$ cat src/rtl/ssm_pkg.sv
package ssm_pkg;

  // Segment of the modulation period that the phase counter sits in.
  typedef enum logic [1:0] {
    SEG_RISE = 2'd0,
    SEG_TOP  = 2'd1,
    SEG_FALL = 2'd2,
    SEG_BASE = 2'd3
  } seg_e;

endpackage

$ cat src/rtl/ssm_slope.sv
// Derives the ramp length of the profile and the per-tick slope,
// split into an integer part and a remainder for error stepping.
module ssm_slope #(
  parameter int W = 16
) (
  input  logic [W-1:0] period,
  input  logic [W-1:0] dwell,
  input  logic [W-1:0] peak,
  output logic [W-1:0] ramp,
  output logic [W-1:0] quo,
  output logic [W-1:0] rem
);

  logic [W-1:0] half;

  always_comb begin
    half = period >> 1;
    ramp = (half > dwell) ? (half - dwell) : '0;
    if (ramp == '0) begin
      quo = '0;
      rem = '0;
    end else begin
      quo = peak / ramp;
      rem = peak % ramp;
    end
  end

endmodule

$ cat src/rtl/ssm_phase.sv
// Phase accumulator: counts ticks within one modulation period and
// decodes which profile segment the current phase belongs to.
module ssm_phase
  import ssm_pkg::*;
#(
  parameter int W = 16
) (
  input  logic         clk,
  input  logic         rst_n,
  input  logic         tick,
  input  logic         active,
  input  logic         load,
  input  logic [W-1:0] period,
  input  logic [W-1:0] ramp,
  input  logic [W-1:0] dwell,
  output seg_e         seg,
  output logic         wrap
);

  logic [W-1:0] t_q;
  logic [W-1:0] t_d;
  logic [W-1:0] edge_top;
  logic [W-1:0] edge_fall;
  logic [W-1:0] edge_base;

  // next-state
  always_comb begin
    t_d = t_q;
    if (load) begin
      t_d = '0;
    end else if (tick && active) begin
      t_d = t_q + 1'b1;
    end
  end

  // segment decode
  always_comb begin
    edge_top  = ramp;
    edge_fall = ramp + dwell;
    edge_base = edge_fall + ramp;
    if (t_q < edge_top) begin
      seg = SEG_RISE;
    end else if (t_q < edge_fall) begin
      seg = SEG_TOP;
    end else if (t_q < edge_base) begin
      seg = SEG_FALL;
    end else begin
      seg = SEG_BASE;
    end
    wrap = (t_q == (period - 1'b1));
  end

  always_ff @(posedge clk or negedge rst_n) begin
    if (!rst_n) begin
      t_q <= '0;
    end else begin
      t_q <= t_d;
    end
  end


  phase_range_chk: assert property (@(posedge clk) disable iff (!rst_n)
    active |-> (t_q < period));

endmodule

$ cat src/rtl/ssm_shaper.sv
// Profile shaper: steps the level along the triangle with an error
// accumulator and maps it onto the signed offset for the chosen mode.
module ssm_shaper
  import ssm_pkg::*;
#(
  parameter int W  = 16,
  parameter int OW = 24
) (
  input  logic                 clk,
  input  logic                 rst_n,
  input  logic                 tick,
  input  logic                 active,
  input  logic                 load,
  input  logic                 stop,
  input  seg_e                 seg,
  input  logic [W-1:0]         ramp,
  input  logic [W-1:0]         quo,
  input  logic [W-1:0]         rem,
  input  logic [W-1:0]         peak_sh,
  input  logic                 down_sh,
  input  logic [W-1:0]         peak_new,
  input  logic                 down_new,
  output logic signed [OW-1:0] offset,
  output logic signed [OW-1:0] v_next
);

  logic [W-1:0]         lvl_q, lvl_d, lvl_step;
  logic [W-1:0]         err_q, err_d, err_step;
  logic [W-1:0]         sum;
  logic                 carry;
  logic signed [OW-1:0] off_q, off_d;
  logic signed [OW-1:0] v_adv, v_load;
  logic signed [OW-1:0] pk_s, half_s;

  function automatic logic signed [OW-1:0] shape(
    input logic [W-1:0] lv,
    input logic [W-1:0] pk,
    input logic         dn
  );
    logic signed [OW-1:0] l_s;
    logic signed [OW-1:0] h_s;
    l_s = $signed({{(OW-W){1'b0}}, lv});
    h_s = $signed({{(OW-W+1){1'b0}}, pk[W-1:1]});
    return dn ? -l_s : (h_s - l_s);
  endfunction

  // level stepping
  always_comb begin
    sum      = err_q + rem;
    carry    = (ramp != '0) && (sum >= ramp);
    lvl_step = lvl_q;
    err_step = err_q;
    case (seg)
      SEG_RISE: begin
        err_step = carry ? (sum - ramp) : sum;
        lvl_step = lvl_q + quo + {{(W-1){1'b0}}, carry};
      end
      SEG_FALL: begin
        err_step = carry ? (sum - ramp) : sum;
        lvl_step = lvl_q - quo - {{(W-1){1'b0}}, carry};
      end
      default: begin
      end
    endcase
    v_adv  = shape(lvl_step, peak_sh, down_sh);
    v_load = shape({W{1'b0}}, peak_new, down_new);
    v_next = load ? v_load : v_adv;
  end

  // next-state
  always_comb begin
    lvl_d = lvl_q;
    err_d = err_q;
    off_d = off_q;
    if (stop) begin
      lvl_d = '0;
      err_d = '0;
      off_d = '0;
    end else if (load) begin
      lvl_d = '0;
      err_d = '0;
      off_d = v_load;
    end else if (tick && active) begin
      lvl_d = lvl_step;
      err_d = err_step;
      off_d = v_adv;
    end
  end

  always_ff @(posedge clk or negedge rst_n) begin
    if (!rst_n) begin
      lvl_q <= '0;
      err_q <= '0;
      off_q <= '0;
    end else begin
      lvl_q <= lvl_d;
      err_q <= err_d;
      off_q <= off_d;
    end
  end

  assign offset = off_q;

  always_comb begin
    pk_s   = $signed({{(OW-W){1'b0}}, peak_sh});
    half_s = $signed({{(OW-W+1){1'b0}}, peak_sh[W-1:1]});
  end


  down_sign_chk: assert property (@(posedge clk) disable iff (!rst_n)
    (active && down_sh) |-> ((off_q <= 0) && (off_q >= -pk_s)));


  center_bound_chk: assert property (@(posedge clk) disable iff (!rst_n)
    (active && !down_sh) |-> ((off_q <= half_s) && (off_q >= (half_s - pk_s))));


  tick_hold_chk: assert property (@(posedge clk) disable iff (!rst_n)
    !tick |=> $stable(off_q));

endmodule

$ cat src/rtl/ssm_channel.sv
// One modulation channel: run control, period-aligned configuration
// shadow, phase accumulator and profile shaper.
module ssm_channel
  import ssm_pkg::*;
#(
  parameter int W  = 16,
  parameter int OW = 24
) (
  input  logic                 clk,
  input  logic                 rst_n,
  input  logic                 tick,
  input  logic                 en,
  input  logic [W-1:0]         cfg_period,
  input  logic [W-1:0]         cfg_dwell,
  input  logic [W-1:0]         cfg_peak,
  input  logic                 cfg_down,
  output logic signed [OW-1:0] offset
);

  logic                 active_q, active_d;
  logic [W-1:0]         sh_period, sh_dwell, sh_peak;
  logic [W-1:0]         sh_ramp, sh_quo, sh_rem;
  logic                 sh_down;
  logic [W-1:0]         new_ramp, new_quo, new_rem;
  logic                 load, stop, wrap;
  seg_e                 seg;
  logic signed [OW-1:0] v_next;

  ssm_slope #(.W(W)) u_slope (
    .period (cfg_period),
    .dwell  (cfg_dwell),
    .peak   (cfg_peak),
    .ramp   (new_ramp),
    .quo    (new_quo),
    .rem    (new_rem)
  );

  ssm_phase #(.W(W)) u_phase (
    .clk    (clk),
    .rst_n  (rst_n),
    .tick   (tick),
    .active (active_q),
    .load   (load),
    .period (sh_period),
    .ramp   (sh_ramp),
    .dwell  (sh_dwell),
    .seg    (seg),
    .wrap   (wrap)
  );

  ssm_shaper #(.W(W), .OW(OW)) u_shaper (
    .clk      (clk),
    .rst_n    (rst_n),
    .tick     (tick),
    .active   (active_q),
    .load     (load),
    .stop     (stop),
    .seg      (seg),
    .ramp     (sh_ramp),
    .quo      (sh_quo),
    .rem      (sh_rem),
    .peak_sh  (sh_peak),
    .down_sh  (sh_down),
    .peak_new (cfg_peak),
    .down_new (cfg_down),
    .offset   (offset),
    .v_next   (v_next)
  );

  // run control
  always_comb begin
    load = tick && (active_q ? wrap : en);
    stop = tick && active_q && !en &&
           ((v_next == '0) || (offset == '0) || (v_next[OW-1] != offset[OW-1]));
    active_d = active_q;
    if (stop) begin
      active_d = 1'b0;
    end else if (load) begin
      active_d = 1'b1;
    end
  end

  always_ff @(posedge clk or negedge rst_n) begin
    if (!rst_n) begin
      active_q <= 1'b0;
    end else begin
      active_q <= active_d;
    end
  end

  // configuration shadow, captured only at a period start
  always_ff @(posedge clk or negedge rst_n) begin
    if (!rst_n) begin
      sh_period <= '0;
      sh_dwell  <= '0;
      sh_peak   <= '0;
      sh_down   <= 1'b0;
      sh_ramp   <= '0;
      sh_quo    <= '0;
      sh_rem    <= '0;
    end else if (load) begin
      sh_period <= cfg_period;
      sh_dwell  <= cfg_dwell;
      sh_peak   <= cfg_peak;
      sh_down   <= cfg_down;
      sh_ramp   <= new_ramp;
      sh_quo    <= new_quo;
      sh_rem    <= new_rem;
    end
  end


  idle_zero_chk: assert property (@(posedge clk) disable iff (!rst_n)
    !active_q |-> (offset == '0));


  start_chk: assert property (@(posedge clk) disable iff (!rst_n)
    (!active_q && tick && en) |=> active_q);


  cfg_hold_chk: assert property (@(posedge clk) disable iff (!rst_n)
    (active_q && !load) |=> ($stable(sh_period) && $stable(sh_dwell) &&
                             $stable(sh_peak) && $stable(sh_down)));

endmodule

$ cat src/rtl/ssm_profile_gen.sv
// Top: reset release synchronizer and one modulation channel per
// synthesizer, all stepped by a shared reference tick.
module ssm_profile_gen #(
  parameter int NCH = 2,
  parameter int W   = 16,
  parameter int OW  = 24
) (
  input  logic                     clk,
  input  logic                     rst_n,
  input  logic                     tick,
  input  logic [NCH-1:0]           mod_en,
  input  logic [NCH-1:0][W-1:0]    cfg_period,
  input  logic [NCH-1:0][W-1:0]    cfg_dwell,
  input  logic [NCH-1:0][W-1:0]    cfg_peak,
  input  logic [NCH-1:0]           cfg_down,
  output logic [NCH-1:0][OW-1:0]   offset
);

  localparam int SYNC_STAGES = 2;

  logic [SYNC_STAGES-1:0] rst_sync_q;
  logic                   rst_int_n;

  always_ff @(posedge clk or negedge rst_n) begin
    if (!rst_n) begin
      rst_sync_q <= '0;
    end else begin
      rst_sync_q <= {rst_sync_q[SYNC_STAGES-2:0], 1'b1};
    end
  end

  assign rst_int_n = rst_sync_q[SYNC_STAGES-1];

  for (genvar g = 0; g < NCH; g++) begin : g_ch
    ssm_channel #(.W(W), .OW(OW)) u_ch (
      .clk        (clk),
      .rst_n      (rst_int_n),
      .tick       (tick),
      .en         (mod_en[g]),
      .cfg_period (cfg_period[g]),
      .cfg_dwell  (cfg_dwell[g]),
      .cfg_peak   (cfg_peak[g]),
      .cfg_down   (cfg_down[g]),
      .offset     (offset[g])
    );
  end

endmodule

$ cat config.mk
export PLATFORM = sky130hd
export DESIGN_NAME = ssm_profile_gen
export DESIGN_NICKNAME = d
export VERILOG_FILES = /design/src/rtl/ssm_pkg.sv /design/src/rtl/ssm_slope.sv /design/src/rtl/ssm_phase.sv /design/src/rtl/ssm_shaper.sv /design/src/rtl/ssm_channel.sv /design/src/rtl/ssm_profile_gen.sv
export SDC_FILE = /design/constraint.sdc
export NUM_CORES = 2
export LEC_CHECK = 0
export BUFFER_PORTS_ARGS = -buffer_cell sky130_fd_sc_hd__buf_4
export CORE_MARGIN = 2
export CORE_UTILIZATION = 50
export DETAILED_ROUTE_END_ITERATION = 8
export GPL_TIMING_DRIVEN = 1
export HOLD_SLACK_MARGIN = 0.08
export PLACE_DENSITY = 0.69
export SKIP_LAST_GASP = 1
export SLEW_MARGIN = 20
export SYNTH_ARGS = -nofsm -noshare
export SYNTH_HDL_FRONTEND = slang
export SYNTH_SLANG_ARGS = --single-unit
$ cat constraint.sdc
create_clock -name clk -period 10.8 [get_ports clk]
set_input_delay 2.16 -clock clk [delete_from_list [all_inputs] [get_ports clk]]
set_output_delay 2.16 -clock clk [all_outputs]
set_load 0.01 [all_outputs]
=== Word level (Yosys, flattened, before mapping) ===
Index checks and enable logic that the tools add are counted.

* Register bits: 342
* Word-level logic and storage cells: 161

* $add $sub $neg: 26
* Divide/modulo/power cells: 4
* Order comparisons: 10
* Equal/unequal tests: 6
* Multiplexer cells: 52
* Reductions and logical operators: 38

{| class="wikitable"
|+ Operator list
! operator !! count
|-
| $mux 16 || 26
|-
| $mux 24 || 10
|-
| $add 16x16->16 || 8
|-
| $logic_not 24->1 || 4
|-
| $lt 16x16->1 || 6
|-
| $pmux 16 s2 || 2
|-
| $sub 16x16->16 || 4
|-
| $neg 16->24 || 2
|-
| $sub 15x16->17 || 2
|-
| $add 16x1->16 || 2
|-
| $add 16x1->16 const B || 2
|-
| $div 16x16->16 || 2
|-
| $eq 16x16->1 || 2
|-
| $ge 16x16->1 || 2
|-
| $gt 15x16->1 || 2
|-
| $logic_not 16->1 || 2
|-
| $mod 16x16->16 || 2
|-
| $reduce_bool 16->1 || 2
|-
| $sub 15x16->16 || 2
|-
| $sub 16x1->16 || 2
|-
| $sub 16x1->16 const B || 2
|-
| $mux 15 || 2
|-
| $reduce_bool 3->1 || 4
|-
| $logic_and 1x1->1 || 10
|-
| 10 further kinds || 32
|}

=== Depth between registers and ports, before layout ===
* Word-level depth: 17
* Mapped depth: 183
* Gate-level depth less buffers: 172

=== Hierarchy ===
Synthesis repeated with hierarchy kept, for this count alone.

* Cells, all modules: 6043
* Area total of the unflattened synthesis: 48469.0 sq um

{| class="wikitable"
|+ Modules (own cells, without submodules)
! module !! instances !! cells each !! area each (sq um) !! seq. area each (sq um)
|-
| ssm_shaper || 2 || 959 || 7464.7 || 1401.3
|-
| ssm_slope (g_ch[1].u_ch.u_slope) || 1 || 1341 || 9148.8 || 0.0
|-
| ssm_slope (g_ch[0].u_ch.u_slope) || 1 || 1339 || 8906.0 || 0.0
|-
| ssm_channel || 2 || 231 || 3875.0 || 2452.4
|-
| ssm_phase (g_ch[1].u_ch.u_phase) || 1 || 500 || 3917.5 || 400.4
|-
| ssm_phase (g_ch[0].u_ch.u_phase) || 1 || 480 || 3763.6 || 400.4
|-
| ssm_profile_gen || 1 || 3 || 53.8 || 50.0
|}

=== Worst setup path after synthesis ===
Ideal clock, no wire load.

* Kind: input -> register
* Start: input cfg_dwell[13] in the netlist's numbering
* End: register g_ch[0].u_ch.sh_rem[3]
* Arrival time: 35.891 ns
* Path slack: -25.218 ns
* Stages: 176
* Buffers on the path: 15
* Path through: inv_1 -> ha_1 -> clkbuf_1 -> a21o_1 -> a21o_1 -> nor2b_1 -> nor3_1 -> o21a_1 -> clkbuf_1 -> clkbuf_1 -> clkbuf_1 -> nand2b_1 -> ha_1 -> nor2_1 -> a21oi_1 -> nand4_1 -> o21ai_0 -> a21boi_0 -> (+140 left out) -> clkbuf_1 -> mux2_2 -> ha_1 -> a21o_1 -> a21o_1 -> a21o_1 -> a21o_1 -> a21oi_1 -> o211ai_1 -> a41oi_1 -> nor2b_1 -> o31ai_1 -> nand2b_1 -> clkbuf_1 -> and2_1 -> clkbuf_1 -> a222oi_1 -> inv_1

* Word-level cells in the longest chain between the ends: 4
* Elaborated cells on any way between the ends: 6

{| class="wikitable"
|+ Ends and longest elaborated chain
! what !! RTL line !! text
|-
| start: declaration || ssm_profile_gen.sv:13 || <nowiki>input logic [NCH-1:0][W-1:0] cfg_dwell,</nowiki>
|-
| $sub 15x16->16 / $gt 15x16->1 (equally long branches) || ssm_slope.sv:18 || <nowiki>ramp = (half > dwell) ? (half - dwell) : '0;</nowiki>
|-
| $mux 16 * || ssm_slope.sv:18 ||
|-
| $mod 16x16->16 / $logic_not 16->1 (equally long branches) || ssm_slope.sv:24, ssm_slope.sv:19 ||
|-
| $mux 16 * || ssm_slope.sv:19 || <nowiki>if (ramp == '0) begin</nowiki>
|-
| end signal: assignment || ssm_channel.sv:108 || <nowiki>sh_rem <= new_rem;</nowiki>
|-
| end: declaration || ssm_channel.sv:22 || <nowiki>logic [W-1:0] sh_ramp, sh_quo, sh_rem;</nowiki>
|}

Every way passes the cells marked *; elsewhere a longest branch is shown, timed or not.
A chain may end at the register's enable or synchronous reset.

=== Worst setup path after layout ===
* Start: input cfg_period[1] in the netlist's numbering
* End: register g_ch[0].u_ch.sh_rem[9]

* Word-level cells in the longest chain between the ends: 4
* Elaborated cells on any way between the ends: 6

{| class="wikitable"
|+ Ends and longest elaborated chain
! what !! RTL line !! text
|-
| start: declaration || ssm_profile_gen.sv:12 || <nowiki>input logic [NCH-1:0][W-1:0] cfg_period,</nowiki>
|-
| $sub 15x16->16 / $gt 15x16->1 (equally long branches) || ssm_slope.sv:18 ||
|-
| $mux 16 * || ssm_slope.sv:18 ||
|-
| $mod 16x16->16 / $logic_not 16->1 (equally long branches) || ssm_slope.sv:24, ssm_slope.sv:19 ||
|-
| $mux 16 * || ssm_slope.sv:19 ||
|}

Marks and branches as above.

==> results.md <==
Outcome:
- The run finished, with violations left.
- The final reports fail on design-rule violations, negative setup slack.

Global routing:
- The number of global-route vias before repair was 49410.
- The global-route wire length before repair is 275.1 mm.
- For this run the aggregate overflow at the end of global routing stands at 0.
- Entering global routing, the biggest net connects 137 pins.
- The initial antenna violation count is 4.
- The global routing usage summed across all routing layers is 0.3809.

Floorplan:
- The die covers 0.09179 mm².
- The number of top-level pins is 151.
- For this configuration, the core starts out at a cell density of 0.5049.
- The number of core rows is 109.
- The placeable core region is 0.08851 mm².
- The chip height is 303.0 µm.
- The horizontal die dimension is 303.0 µm.

Layout:
- The final instance count without filler cells is 8364.
- The layout overhead on the synthesized area is 38.95%.
- The final cell utilization of the core is 0.7016.
- Of the cells placed in the final design, the portion with a size suffix greater than 1 is 0.3142.
- For this run, the post-layout net count is 7922.

Clock network:
- The latest clock arrival within the worst-skew pair is 0.64 ns.
- Clock tree synthesis selected as its root buffer the cell sky130_fd_sc_hd__clkbuf_16.
- The clock transition at the registers of the reported paths is 0.06 ns.
- In this run the number of H-tree levels came out at 2.
- The post-cts hold buffer count is 0.
- The clock drives 340 sinks.
- Counting the buffers created by CTS gives 46.
- Counting along the longest clock path gives a buffer depth of 3.
- The CTS tree is yes.

Route:
- The number of detailed-routing iterations run before antenna repair is 8.
- The first routing iteration left 4409 violations.
- The via density per instance is 6.070.
- For this run, design rule violations remaining after detail routing come to 8.
- The number of nets with antenna violations after detailed routing is 0.
- The routed design has 181.5 mm of wire.
- The average routed wire per standard cell is 21.70 µm.
- The detailed router placed 50770 vias in this run.

STA:
- The count of final setup violators is 54.
- Timing would allow up to 31.60 MHz.
- The transition at the pin with the smallest max-transition slack is 1.131 ns.
- The final clock skew is 0.02028 ns.
- The count of pins over their slew limit is 0.
- Counting I/O delays and the setup requirement, the final critical path takes 31.65 ns.
- The final number of hold-violating endpoints is 0.
- Hold is met by 0.2304 ns.
- Setup total negative slack on the finished layout was measured at -866.25 ns.
- The worst relative slew slack is 0.2440.
- Setup repair after global routing could not meet its margin everywhere.
- Dividing the final minimum period by the clock period gives 2.930.
- After layout, the worst setup slack is -20.85 ns.

Critical path:
- The critical path's slowest cell is sky130_fd_sc_hd__or4_4.
- In this run the worst setup path begins at cfg_period[1].
- The startpoint identified for the worst register-to-register timing path is g_ch[0].u_ch.sh_ramp[0].
- In this design, the critical path's most frequently occurring cell is sky130_fd_sc_hd__o21a_1.
- Measured in cells, the most critical reg-to-reg path has a length of 48.
- In this run the worst path has a maximum fanout of 7.
- The arrival time at the worst endpoint is 32.16 ns.
- In this design, the stage delay of the slowest critical-path cell is 0.45 ns.
- The type of the setup path with the least slack is in -> reg.
- STA classifies the critical path endpoint as a flop.
- The startpoint type of the worst setup path is an input port.
- At the worst endpoint, the required time is 11.31 ns.

Logic synthesis:
- The combined area of all synthesized cells is 0.04469 mm².
- Synthesis produced a netlist whose cell count is 5734.
- The main flop type after synthesis is sky130_fd_sc_hd__dfrtp_1.
- By count the netlist is led by 636 x sky130_fd_sc_hd__ha_1, 537 x sky130_fd_sc_hd__nand2_1, 433 x sky130_fd_sc_hd__inv_1.
- The share of synthesized area in the top cell type comes to 0.1904.
- The synthesized design contains 340 register bits.
- Yosys instantiated no cell more often than sky130_fd_sc_hd__ha_1.
- The mean area per synthesized cell is 7.794 µm².
- After synthesis, the cell types taking the most area are sky130_fd_sc_hd__dfrtp_1 19%, sky130_fd_sc_hd__ha_1 18%, sky130_fd_sc_hd__xnor2_1 4.8%.
- The number of synthesized flops with an enable pin is 0.
- The top cell type by total area after synthesis is sky130_fd_sc_hd__dfrtp_1.
- The fraction of registers with async set or reset after synthesis is 1.000.
- The share of the Yosys chip area taken by registers is 0.1904.
- The total nets after synthesis is 6495.
- The number of warnings printed during yosys synthesis is 0.
- The number of distinct library cell variants in the gate-level netlist after synthesis is 104.

Placement:
- The detailed placement HPWL is 139.7 mm.
- The number of buffer cells added on primary ports is 150.
- The final RePlAce weighted congestion is 0.9981.
- The number of instances in the placed design is 8019.

Min path:
- The worst hold path class is reg -> async.

Job:
- The number of max-cap violations is 0.
-- kinds of logic after synthesis --
| kind of cell | count (synthesis) | synth area share |
|---|---|---|
| simple gates | 1799 | 0.1933 |
| xor+xnor | 362 | 0.07094 |
| other cells | 1 | 0.00008391 |
| buf+inv | 646 | 0.05468 |
| mux | 123 | 0.02982 |
| fa+ha+maj | 658 | 0.1879 |
| flops | 340 | 0.1904 |
| compound gates | 1805 | 0.2729 |
-- stage by stage --
| step | area, µm² | worst slack [ns] |
|---|---|---|
| floorplan | 45870 | -20.95 |
| global placement | 56330 | -22.73 |
| detailed placement | 56330 | -22.90 |
| CTS | 60370 | -20.82 |
| global route | 62100 | -22.26 |
| finish | 62100 | -20.85 |
-- path summary, 6_finish.rpt --
| kind | endpoint | slack [ns] |
|---|---|---|
| min in group clk | rst_sync_q[1] | 0.35 |
| hold reg to reg | g_ch[0].u_ch.sh_dwell[1] | 0.23 |
| setup reg to reg | g_ch[0].u_ch.u_shaper.err_q[3] | 0.55 |
| max in group asynchronous | g_ch[1].u_ch.sh_rem[5] | 8.51 |
| setup / recovery | g_ch[0].u_ch.sh_rem[9] | -20.85 |
| hold / removal | g_ch[0].u_ch.sh_dwell[1] | 0.23 |
-- worst max-delay path, delay by kind of cell --
kind                       cells  cell delay [ns]
AOI/OAI and AO/OA            102            17.54
buffers and inverters         24             2.98
muxes                          2             0.63
adders and majority gates     17             4.19
and+or+nand+nor               32             4.67
-- layout by cell type (no fill, tap or decap), drive strengths merged, types with 34 or more instances in the layout --
| cell | count |
|---|---|
| nor2b | 48 |
| nand2b | 70 |
| nor3 | 214 |
| a31oi | 75 |
| o211ai | 45 |
| o21ai | 396 |
| nand3 | 131 |
| o21bai | 52 |
| or3 | 68 |
| o21a | 150 |
| nand2 | 537 |
| a211oi | 63 |
| nand4 | 72 |
| clkbuf | 53 |
| nor4 | 63 |
| a21o | 161 |
| and2 | 37 |
| o31ai | 78 |
| a21oi | 370 |
| or2 | 44 |
| a21boi | 34 |
| inv | 439 |
| and3 | 37 |
| xor2 | 119 |
| xnor2 | 243 |
| mux2i | 42 |
| dfrtp | 340 |
| ha | 636 |
| nor2 | 411 |
| mux2 | 81 |
| buf | 1588 |
-- sequential cells by signal, indices dropped and copies added (netlist names) --
name / count
g_ch.u_ch.sh_down: 2
g_ch.u_ch.u_phase.t_q: 32
g_ch.u_ch.sh_rem: 32
g_ch.u_ch.sh_quo: 32
rst_sync_q: 2
g_ch.u_ch.sh_peak: 30
g_ch.u_ch.u_shaper.lvl_q: 32
g_ch.u_ch.sh_period: 32
g_ch.u_ch.sh_dwell: 32
g_ch.u_ch.active_q: 2
g_ch.u_ch.u_shaper.err_q: 32
g_ch.u_ch.u_shaper.offset: 48
g_ch.u_ch.sh_ramp: 32
-- layout make-up --
type / instances / area [µm²]
Sequential cell: 340 / 8512
Clock inverter: 31 / 380.4
Timing Repair Buffer: 1588 / 12200
Tap cell: 1165 / 1458
Antenna cell: 2 / 5.005
Clock buffer: 53 / 1229
Multi-Input combinational cell: 4749 / 36660
Fill cell: 7054 / 26410
Inverter: 436 / 1654
-- per-layer routing --
layer	global-route usage	wire length (µm)	vias up
met5	0	13	-
met4	0.2920	16920	2
met3	0.05514	11840	679
met2	0.6346	82810	2033
met1	0.4423	69930	24060
li1	-	-	23990
-- what timing repair did --
action,in CTS,in global routing
endpoints found under the hold margin,0,0
resized for setup,230,193
setup buffers,177,96
cloned,1,0
pin swaps,276,221
setup endpoints to repair,54,168
Power is not shown: default switching activity piles up to over one toggle a cycle in this logic, so the estimate is an artifact.
